$ cat src/rtl/fl_pkg.sv
package fl_pkg;
  localparam int unsigned CODE_W_DEF = 4;
  localparam int unsigned CUR_W_DEF  = 3;
endpackage

$ cat src/rtl/fl_gain_reg.sv
module fl_gain_reg (
  input  logic clk,
  input  logic rst_n,
  input  logic wr,
  input  logic wr_val,
  input  logic hw_clr,
  output logic gain_q
);
  logic gain_en;
  logic gain_nxt;

  // software write wins over the timer's clear
  always_comb begin
    gain_en  = wr | hw_clr;
    gain_nxt = wr ? wr_val : 1'b0;
  end

  always_ff @(posedge clk or negedge rst_n) begin
    if (!rst_n)       gain_q <= 1'b0;
    else if (gain_en) gain_q <= gain_nxt;
  end
endmodule

$ cat src/rtl/fl_timer.sv
module fl_timer #(
  parameter int unsigned CODE_W = 4
) (
  input  logic              clk,
  input  logic              rst_n,
  input  logic              run,
  input  logic              reload,
  input  logic              hold,
  input  logic              tick,
  input  logic [CODE_W-1:0] code,
  output logic              expire
);
  localparam int unsigned CNT_W = CODE_W + 2;

  logic [CNT_W-1:0] cnt_q;
  logic [CNT_W-1:0] cnt_nxt;
  logic [CNT_W-1:0] load_val;
  logic             force_load;
  logic             cnt_en;

  always_comb begin
    load_val   = {code, 2'b11};  // 4*code+3
    force_load = !run || hold || reload;
    cnt_en     = force_load || tick;
    if (force_load) cnt_nxt = load_val;
    else            cnt_nxt = cnt_q - 1'b1;
    expire = run && tick && !hold && !reload &&
             (cnt_q == {{(CNT_W-1){1'b0}}, 1'b1});
  end

  always_ff @(posedge clk or negedge rst_n) begin
    if (!rst_n)      cnt_q <= '0;
    else if (cnt_en) cnt_q <= cnt_nxt;
  end
endmodule

$ cat src/rtl/fl_cur_sel.sv
module fl_cur_sel #(
  parameter int unsigned CUR_W = 3
) (
  input  logic             boost_en,
  input  logic             gain,
  input  logic [CUR_W-1:0] cur_pri,
  input  logic [CUR_W-1:0] cur_sec,
  output logic [CUR_W-1:0] code,
  output logic             active
);
  assign active = boost_en & gain;

  for (genvar b = 0; b < CUR_W; b++) begin : g_bit
    assign code[b] = active ? cur_sec[b] : cur_pri[b];
  end
endmodule

$ cat src/rtl/fastlock_ctrl.sv
module fastlock_ctrl #(
  parameter int unsigned CODE_W = fl_pkg::CODE_W_DEF,
  parameter int unsigned CUR_W  = fl_pkg::CUR_W_DEF
) (
  input  logic              clk,
  input  logic              rst_n,
  input  logic              cfg_boost_en,
  input  logic              cfg_timed_mode,
  input  logic [CODE_W-1:0] cfg_tmo_code,
  input  logic [CUR_W-1:0]  cur_primary,
  input  logic [CUR_W-1:0]  cur_secondary,
  input  logic              div_wr,
  input  logic              div_wr_gain,
  input  logic              pd_tick,
  input  logic              hold_load,
  output logic [CUR_W-1:0]  cp_code,
  output logic              gain_bit,
  output logic              boost_active
);
  logic gain_q;
  logic tmr_run;
  logic tmr_reload;
  logic tmr_expire;

  assign tmr_run    = gain_q & cfg_boost_en & cfg_timed_mode;
  assign tmr_reload = div_wr & div_wr_gain;

  fl_gain_reg u_gain (
    .clk    (clk),
    .rst_n  (rst_n),
    .wr     (div_wr),
    .wr_val (div_wr_gain),
    .hw_clr (tmr_expire),
    .gain_q (gain_q)
  );

  fl_timer #(.CODE_W(CODE_W)) u_tmr (
    .clk    (clk),
    .rst_n  (rst_n),
    .run    (tmr_run),
    .reload (tmr_reload),
    .hold   (hold_load),
    .tick   (pd_tick),
    .code   (cfg_tmo_code),
    .expire (tmr_expire)
  );

  fl_cur_sel #(.CUR_W(CUR_W)) u_sel (
    .boost_en (cfg_boost_en),
    .gain     (gain_q),
    .cur_pri  (cur_primary),
    .cur_sec  (cur_secondary),
    .code     (cp_code),
    .active   (boost_active)
  );

  assign gain_bit = gain_q;
endmodule

$ cat config.mk
export PLATFORM = sky130hd
export DESIGN_NAME = fastlock_ctrl
export DESIGN_NICKNAME = d
export VERILOG_FILES = /design/src/rtl/fl_pkg.sv /design/src/rtl/fl_gain_reg.sv /design/src/rtl/fl_timer.sv /design/src/rtl/fl_cur_sel.sv /design/src/rtl/fastlock_ctrl.sv
export SDC_FILE = /design/constraint.sdc
export NUM_CORES = 1
export LEC_CHECK = 0
export ABC_AREA = 1
export BUFFER_PORTS_ARGS = -buffer_cell sky130_fd_sc_hd__buf_2
export CAP_MARGIN = 20
export CORE_AREA = 2 2 39 41
export CTS_CLUSTER_SIZE = 40
export DETAILED_ROUTE_END_ITERATION = 10
export DIE_AREA = 0 0 41 43
export MAX_ROUTING_LAYER = met4
export PLACE_DENSITY = 0.71
export SLEW_MARGIN = 40
export SYNTH_ARGS = -nofsm -noshare
export SYNTH_HDL_FRONTEND = slang
export SYNTH_SLANG_ARGS = --single-unit
export TNS_END_PERCENT = 1
$ cat constraint.sdc
create_clock -name clk -period 2.7 [get_ports clk]
set_input_delay 0.27 -clock clk [delete_from_list [all_inputs] [get_ports clk]]
set_output_delay 0.27 -clock clk [all_outputs]
set_load 0.1 [all_outputs]
==> summary.md, run 1 <==
| Metric | Value |
|---|---|
| HPWL after detailed placement | `987 um` |
| Post-layout util | `51.8%` |
| CP bufs+invs | `2` |
| Final Net Count | `130` |
| Max clock buf depth | `2` |
| GRT met3 Usage | `under 10%` |
| Tcrit/Tclk final | `60.7%` |
| CTS tree | `yes` |
| Die X | `about 40 um` |
| PwrDens | `471 mW/mm^2` |
| Mapped Area | `551 sq um` |
| Post-cts resize count | `0` |
| Fin Setup TNS | `0 ns` |
| Post-CTS Setup Inserts | `0` |
| Std-Cell Rows | `14` |
| Peak supply drop | `0.260 mV` |
| Hold bufs inserted after CTS | `1` |
| CP endpoint | `cp_code[1]` |
| GR peak layer | `met2` |
| Seq/Total Area, Yosys | `a little under a third` |
| Placed cells | `120` |
| Drt first pass iters | `4` |
| Core Area | `0.00138 sq mm` |
| I/O Buffers | `22` |
| Diodes inserted | `0` |
| Final wirelength | `between 1000 and 1500 um` |
| Cell mode on critical path | `nand2_1` |
| Worst slew margin | `about 68%` |
| Total gr overflow | `0` |
| Post-synthesis cell count | `82` |
| Worst Reg-to-Reg Cells | `8` |
| YS warnings | `0` |
| Req. time, crit path | `2.43 ns` |
| Clock root cell | `clkbuf_4` |
| Startpoint types | `flop` |
| Worst setup path class | `reg2out` |
| Worst Setup SP | `u_gain.gain_q$_DFFE_PN0P_` |
| Grt met2 use | `between 20 and 30%` |
| First-pass GRT wire length | `2040 um` |
| Number of H-tree levels | `1` |
| Worst skew pair latency | `about 0.26 ns` |
| Worst-path fanout max | `5` |
| Mapped Nets | `around 100` |
| # IOs | `23` |
| RePlAce Congestion | `0.839` |
| CP Capture Type | `output pin` |
| Max-cap violations | `0` |
| #FFs+latches synth | `7` |
| Via density | `between 4 and 5` |
| Hold slack | `0.230 ns` |
| CP cell instances | `nand2_2 > clkinv_4 > nand2_1 > nand2_1 > buf_2` |
| Fmax | `610 MHz` |
| Syn Area/Cell | `6.71 sq um` |
| 1st-iter DRT viols | `5` |
| Layout cells sized above 1 | `34.9%` |
| Worst hold path type | `in2reg` |
| Critical path depth | `5` |
| Worst-margin pin slew | `0.489 ns` |
| Synth cell types | `17` |
| Final min period | `around 1.6 ns` |
| Final setup viols | `0` |
| Worst Clk Skew | `0.00608 ns` |
| WL/cell | `9.43 um` |
| CP peak stage delay | `0.42 ns` |
| Final-report hold violation count | `0` |
| CTS buffer count | `3` |
| Area grow syn2layout | `30.2%` |
| Antenna viol nets, final | `0` |
| Vias in the first global route | `514` |
| Clock transition at path regs | `~0.06 ns` |
| Slowest CP cell | `buf_2` |
| Reg2Reg Capture Point | `u_tmr.cnt_q[4]$_DFFE_PN0P_` |
| Final worst slack | `1.06 ns` |
| Flop-to-flop setup slack | `1.39 ns` |
| TritonCTS sink count | `7` |
| Status | `completed` |
| Die height | `43 um` |
| Max-slew violations | `0` |
| Initial Util | `39.8%` |
| Die area | `0.00176 sq mm` |
| Top delay family on crit path | `buffers and inverters` |
| RR Startpoint | `u_tmr.cnt_q[0]$_DFFE_PN0P_` |
| Crit path arrival time | `1.37 ns` |
| Post-route insts no fill | `125` |
| RSZ-0062 raised after global routing | `no` |
| Initial antenna violation count | `0` |
| Leakage dissipation | `0.000390 uW` |
| Worst slack at placement | `approximately 1.3 ns` |
| GR Layer Usage met1 | `20.8%` |
| Largest net degree at the start of global routing | `9` |
| Total track usage | `17.3%` |
| Drt drc | `0` |
| Vias | `roughly 570` |
## placed cells by master, fill, tap and decap left out, drive strengths merged
cell,count
a21oi,1
nand2,35
ha,2
clkbuf,4
nand3,11
dlygate4sd3,1
o21ai,2
buf,22
inv,10
nor2,12
nand4,1
dfrtp,7
clkinv,1
## worst min-delay path by stage
stage | startpoint | to | slack (ns) | cells past startpoint
global placement | rst_n | u_tmr.cnt_q[0]$_DFFE_PN0P_ | 0.12 | 1
finish | cfg_tmo_code[0] | u_tmr.cnt_q[2]$_DFFE_PN0P_ | 0.23 | 3
global route | cfg_tmo_code[0] | u_tmr.cnt_q[2]$_DFFE_PN0P_ | 0.24 | 3
floorplan | rst_n | u_gain.gain_q$_DFFE_PN0P_ | -0.03 | 0
CTS | cfg_tmo_code[0] | u_tmr.cnt_q[2]$_DFFE_PN0P_ | 0.24 | 3
detailed placement | rst_n | u_tmr.cnt_q[0]$_DFFE_PN0P_ | 0.11 | 1
## synthesized netlist by cell type
| cell type | number | area share (%) |
|---|---|---|
| clkinv_4 | 1 | 1.6 |
| inv_1 | 8 | 5.5 |
| dfrtp_1 | 7 | 32 |
| nor2_4 | 2 | 4.1 |
| inv_2 | 2 | 1.4 |
| nand3_4 | 1 | 3.2 |
| nand2_1 | 32 | 22 |
| nand3_1 | 8 | 7.3 |
| nand3_2 | 2 | 3.6 |
| nor2_1 | 9 | 6.1 |
| nand2_2 | 3 | 3.4 |
| o21ai_2 | 1 | 1.6 |
| ha_1 | 2 | 4.5 |
| a21oi_1 | 1 | 0.91 |
| o21ai_1 | 1 | 0.91 |
| nand4_1 | 1 | 1.1 |
| nor2_2 | 1 | 1.1 |
## kinds of logic (layout without fill, tap and decap cells)
logic type	Yosys count	in the layout	share of synthesized area, %
AOI/OAI and AO/OA	3	3	3.41
buffers and inverters	11	38	8.41
and+or+nand+nor	59	59	51.8
DFF	7	7	31.8
adders and majority gates	2	2	4.54
## tightest hold or removal path: stages
cell and delay, ns:
buf_2 0.08, nand2_1 0.04, nand3_1 0.07
## registers in the layout, summed over array words and instances, names as in the netlist
signal	flops
u_tmr.cnt_q	6
u_gain.gain_q	1
## per-layer routing
| layer | part of all wire, % | routed length [um] | up-vias |
|---|---|---|---|
| li1 | - | - | 307 |
| met5 | 0 | 0 | - |
| met3 | 3.9 | 46 | 2 |
| met2 | 51 | 606 | 13 |
| met4 | 1.7 | 20 | 0 |
| met1 | 43 | 506 | 246 |
## where the power goes
| group | internal, uW | switching, uW |
|---|---|---|
| Clock | 56.7 | 42.4 |
| Combinational | 28.9 | 87.5 |
| Sequential | 114 | 8.23 |
## layout make-up
class	count	area [sq um]
tap	16	20.0
timing repair buffer	23	120
multi-input combinational	64	329
inverter	11	46.3
sequential	7	175
fill	143	667
clock buffer	4	26.3
## stage by stage
| stage | cell area [sq um] | total power [uW] |
|---|---|---|
| 2_1_floorplan | 551 | 210 |
| 4_1_cts | 717 | 339 |
| 3_5_place_dp | 681 | 240 |
| 6_report | 717 | 338 |
| 5_1_grt | 717 | 361 |
| 3_3_place_gp | 681 | 238 |
Note: power is estimated with default switching activity, not from simulation.
==> run 2: changes to the inputs <==
--- a/config.mk
+++ b/config.mk
@@ -5,7 +5,7 @@
 export SDC_FILE = /design/constraint.sdc
 export NUM_CORES = 1
 export LEC_CHECK = 0
-export ABC_AREA = 1
+export ABC_AREA = 0
 export BUFFER_PORTS_ARGS = -buffer_cell sky130_fd_sc_hd__buf_2
 export CAP_MARGIN = 20
 export CORE_AREA = 2 2 39 41
@@ -13,7 +13,7 @@
 export DETAILED_ROUTE_END_ITERATION = 10
 export DIE_AREA = 0 0 41 43
 export MAX_ROUTING_LAYER = met4
-export PLACE_DENSITY = 0.71
+export PLACE_DENSITY = 0.61
 export SLEW_MARGIN = 40
 export SYNTH_ARGS = -nofsm -noshare
 export SYNTH_HDL_FRONTEND = slang
==> constraint.sdc (replaced) <==
create_clock -name clk -period 1.7 [get_ports clk]
set_input_delay 0.17 -clock clk [delete_from_list [all_inputs] [get_ports clk]]
set_output_delay 0.17 -clock clk [all_outputs]
set_load 0.1 [all_outputs]
==> summary.md, run 2 <==
| Metric | Value |
|---|---|
| Status | `completed (unchanged)` |
| 1st-iter DRT viols | `3 (was 5)` |
| Vias | `395 (was 568)` |
| Psw | `175 uW (was 138 uW)` |
| Final Net Count | `92 (was 130)` |
| EDFF count, synth | `0 (unchanged)` |
| Top FF cell, synth | `dfrtp_1 (unchanged)` |
| Clk network pwr share | `32.2% (was 29.3%)` |
| Largest net degree at the start of global routing | `11 (was 9)` |
| Commonest non-fill, non-tap cell in the layout | `buf_2 (was nand2_1)` |
| Placement Cell Area | `572 sq um (was 681 sq um)` |
| WL/cell | `10.4 um (was 9.43 um)` |
| Seq/Total Area, Yosys | `40.3% (was 31.8%)` |
| Total gr overflow | `0 (unchanged)` |
| #FFs+latches synth | `7 (unchanged)` |
| Worst-margin pin slew | `0.483 ns (was 0.489 ns)` |
| Number of H-tree levels | `1 (unchanged)` |
| PwrDens | `782 mW/mm^2 (was 471 mW/mm^2)` |
| Hold slack | `0.150 ns (was 0.230 ns)` |
| Mapped Nets | `64 (was 102)` |
| Core Area | `0.00138 sq mm (unchanged)` |
| Biggest register | `u_tmr.cnt_q (unchanged)` |
| Fmax | `626 MHz` |
| HPWL after detailed placement | `691 um (was 987 um)` |
| Drt drc | `0 (unchanged)` |
| Std-Cell Rows | `14 (unchanged)` |
| Max reg flops | `6 (unchanged)` |
| Drt first pass iters | `2 (was 4)` |
| Max-slew violations | `0 (unchanged)` |
| Via density | `4.54 (about the same)` |
| # IOs | `23 (unchanged)` |
| Post-synthesis cell count | `44 (was 82)` |
| Worst skew pair latency | `0.25 ns (was 0.26 ns)` |
| YS warnings | `0 (unchanged)` |
| Clock root cell | `clkbuf_4 (unchanged)` |
| First-pass GRT wire length | `1390 um (was 2040 um)` |
| Vias in the first global route | `368 (was 514)` |
| Die height | `43 um (unchanged)` |
| Top cell type by total area after synthesis | `dfrtp_1 (unchanged)` |
| Final-report hold violation count | `0 (unchanged)` |
| Worst slew margin | `68.0% (was 67.6%)` |
| Req. time, crit path | `1.53 ns (was 2.43 ns)` |
| Count leader, synth | `dfrtp_1 (was nand2_1)` |
| Largest registers | `u_tmr.cnt_q (6), u_gain.gain_q (1) (unchanged)` |
| Top cells by area, synth | `dfrtp_1, mux2_2, xnor2_1 (was dfrtp_1, nand2_1, nand3_1)` |
| Final min period | `1.60 ns` |
| Worst hold path type | `in2reg (unchanged)` |
| Max-cap violations | `0 (unchanged)` |
| Total track usage | `12.4% (was 17.3%)` |
| Antenna viol nets, final | `0 (unchanged)` |
| Max clock buf depth | `2 (unchanged)` |
| Initial antenna violation count | `0 (unchanged)` |
| Most frequent cells in the layout | `buf_2, clkbuf_4, dfrtp_1 (was nand2_1, buf_2, nor2_1)` |
| RePlAce Congestion | `0.695 (was 0.839)` |
| CTS buffer count | `3 (unchanged)` |
| Worst Clk Skew | `0.00225 ns (was 0.00608 ns)` |
| Syn Area/Cell | `9.87 sq um (was 6.71 sq um)` |
| I/O Buffers | `22 (unchanged)` |
| Crit path arrival time | `1.43 ns (was 1.37 ns)` |
| Diodes inserted | `0 (unchanged)` |
| Synth top cells by count | `dfrtp_1, nand2_1, nor2_1 (was nand2_1, nor2_1, inv_1, nand3_1, dfrtp_1)` |
| Startpoint types | `flop (unchanged)` |
| Final setup viols | `0 (unchanged)` |
| Worst-path fanout max | `5 (unchanged)` |
| Post-layout util | `44.7% (was 51.8%)` |
| Die area | `0.00176 sq mm (unchanged)` |
| Worst setup path class | `reg2out (unchanged)` |
| Fin area | `618 sq um (was 717 sq um)` |
| RSZ-0062 raised after global routing | `no (unchanged)` |
| Die X | `41 um (unchanged)` |
| Final wirelength | `905 um (was 1180 um)` |
| Gate power share | `29.5% (was 34.4%)` |
| Synth top area share | `40.3% (was 31.8%)` |
| Synth cell types | `19 (was 17)` |
| Part of the power in registers | `38.2% (was 36.3%)` |
| Initial Util | `31.4% (was 39.8%)` |
| Mapped Area | `434 sq um (was 551 sq um)` |
| Leakage dissipation | `0.000295 uW (was 0.000390 uW)` |
| Tcrit/Tclk final | `between 90 and 100%` |
| Area grow syn2layout | `42.4% (was 30.2%)` |
| Post-synth ARST share | `100% (unchanged)` |
| TritonCTS sink count | `7 (unchanged)` |
| Peak supply drop | `0.416 mV (was 0.260 mV)` |
| Switching share of power | `36.1% (was 40.9%)` |
| Layout cells sized above 1 | `49.3% (was 34.9%)` |
| CTS tree | `yes (unchanged)` |
| CP Capture Type | `output pin (unchanged)` |
| Clock transition at path regs | `0.05 ns (was 0.06 ns)` |
| Cell Int Power | `309 uW (was 200 uW)` |
==> run 2: cell types whose count changed in the layout (fill, tap and decap cells not counted), sizes merged, moves of 2 or more <==
cell / change
nand2: -29
nand3: -11
inv: -8
nor2: -8
a21oi: +3
clkbuf: +3
mux2: +3
xnor2: +3
buf: -2
nor4bb: +2
xor2: +2
==> run 2: critical path, cell delays in order, from the launching register on <==
cell	delay, ns
dfrtp_2	0.41
nand2_2	0.14
mux2_2	0.35
clkbuf_4	0.28
==> run 2: worst paths after layout <==
| check | startpoint | end | slack (ns) | cells after the start |
|---|---|---|---|---|
| setup / recovery | u_gain.gain_q$_DFFE_PN0P_ | cp_code[2] | 0.10 | 3 |
| hold / removal | div_wr_gain | u_gain.gain_q$_DFFE_PN0P_ | 0.15 | 3 |
| setup reg to reg | u_tmr.cnt_q[0]$_DFFE_PN0P_ | u_tmr.cnt_q[5]$_DFFE_PN0P_ | 0.24 | 4 |
| hold reg to reg | u_tmr.cnt_q[1]$_DFFE_PN0P_ | u_tmr.cnt_q[1]$_DFFE_PN0P_ | 0.57 | 2 |
| max in group asynchronous | rst_n | u_gain.gain_q$_DFFE_PN0P_ | 1.24 | 2 |
| min in group asynchronous | rst_n | u_tmr.cnt_q[2]$_DFFE_PN0P_ | 0.28 | 2 |
==> run 2: repair_timing <==
item / 4_1_cts / 5_1_grt
hold buffers: 1 / 0
setup endpoints to repair: 0 / 3
gates resized for setup: 0 / 4
buffers inserted: 0 / 0
hold endpoints to repair: 7 / 0
==> run 2: metal layers <==
layer	share of wire (%)	wire length [um]	vias up	track usage, %
li1	-	-	203	-
met1	46	413	164	14.9
met2	40	361	25	16.9
met3	12	106	3	3.14
met4	2.8	25	0	10.0
met5	0	0	-	-
==> run 2: power by group through the flow <==
stage	sequential [uW]	clock, uW	combinational, uW
floorplan	202	0	87.4
global placement	187	0	137
detailed placement	187	0	138
CTS	185	161	140
global route	186	170	152
finish	185	156	143
==> run 2: cell type report <==
type,instances,area [sq um]
flip-flops and latches,7,176
multi-input cells,33,245
inverters,3,15.0
repair buffers,24,135
well taps,16,20.0
clock buffers,4,26.3
fillers,145,766
==> run 2: stage by stage <==
stage	TNS [ns]	setup WS (ns)	power (uW)	instances
2_1_floorplan	-0.0650	-0.0217	289	44
3_3_place_gp	0	0.275	325	82
3_5_place_dp	0	0.232	326	82
4_1_cts	0	0.00166	486	87
5_1_grt	0	0.0528	508	87
6_report	0	0.103	483	87
==> run 2: cells by family (layout without fill, tap and decap cells) <==
group | Yosys count | after routing | synth area share [%]
flops | 7 | 7 | 40.3
fa+ha+maj | 2 | 2 | 5.76
simple gates | 17 | 17 | 24.5
mux | 3 | 3 | 7.78
xor+xnor | 5 | 5 | 10.1
compound gates | 6 | 6 | 7.78
buf+inv | 4 | 31 | 3.75
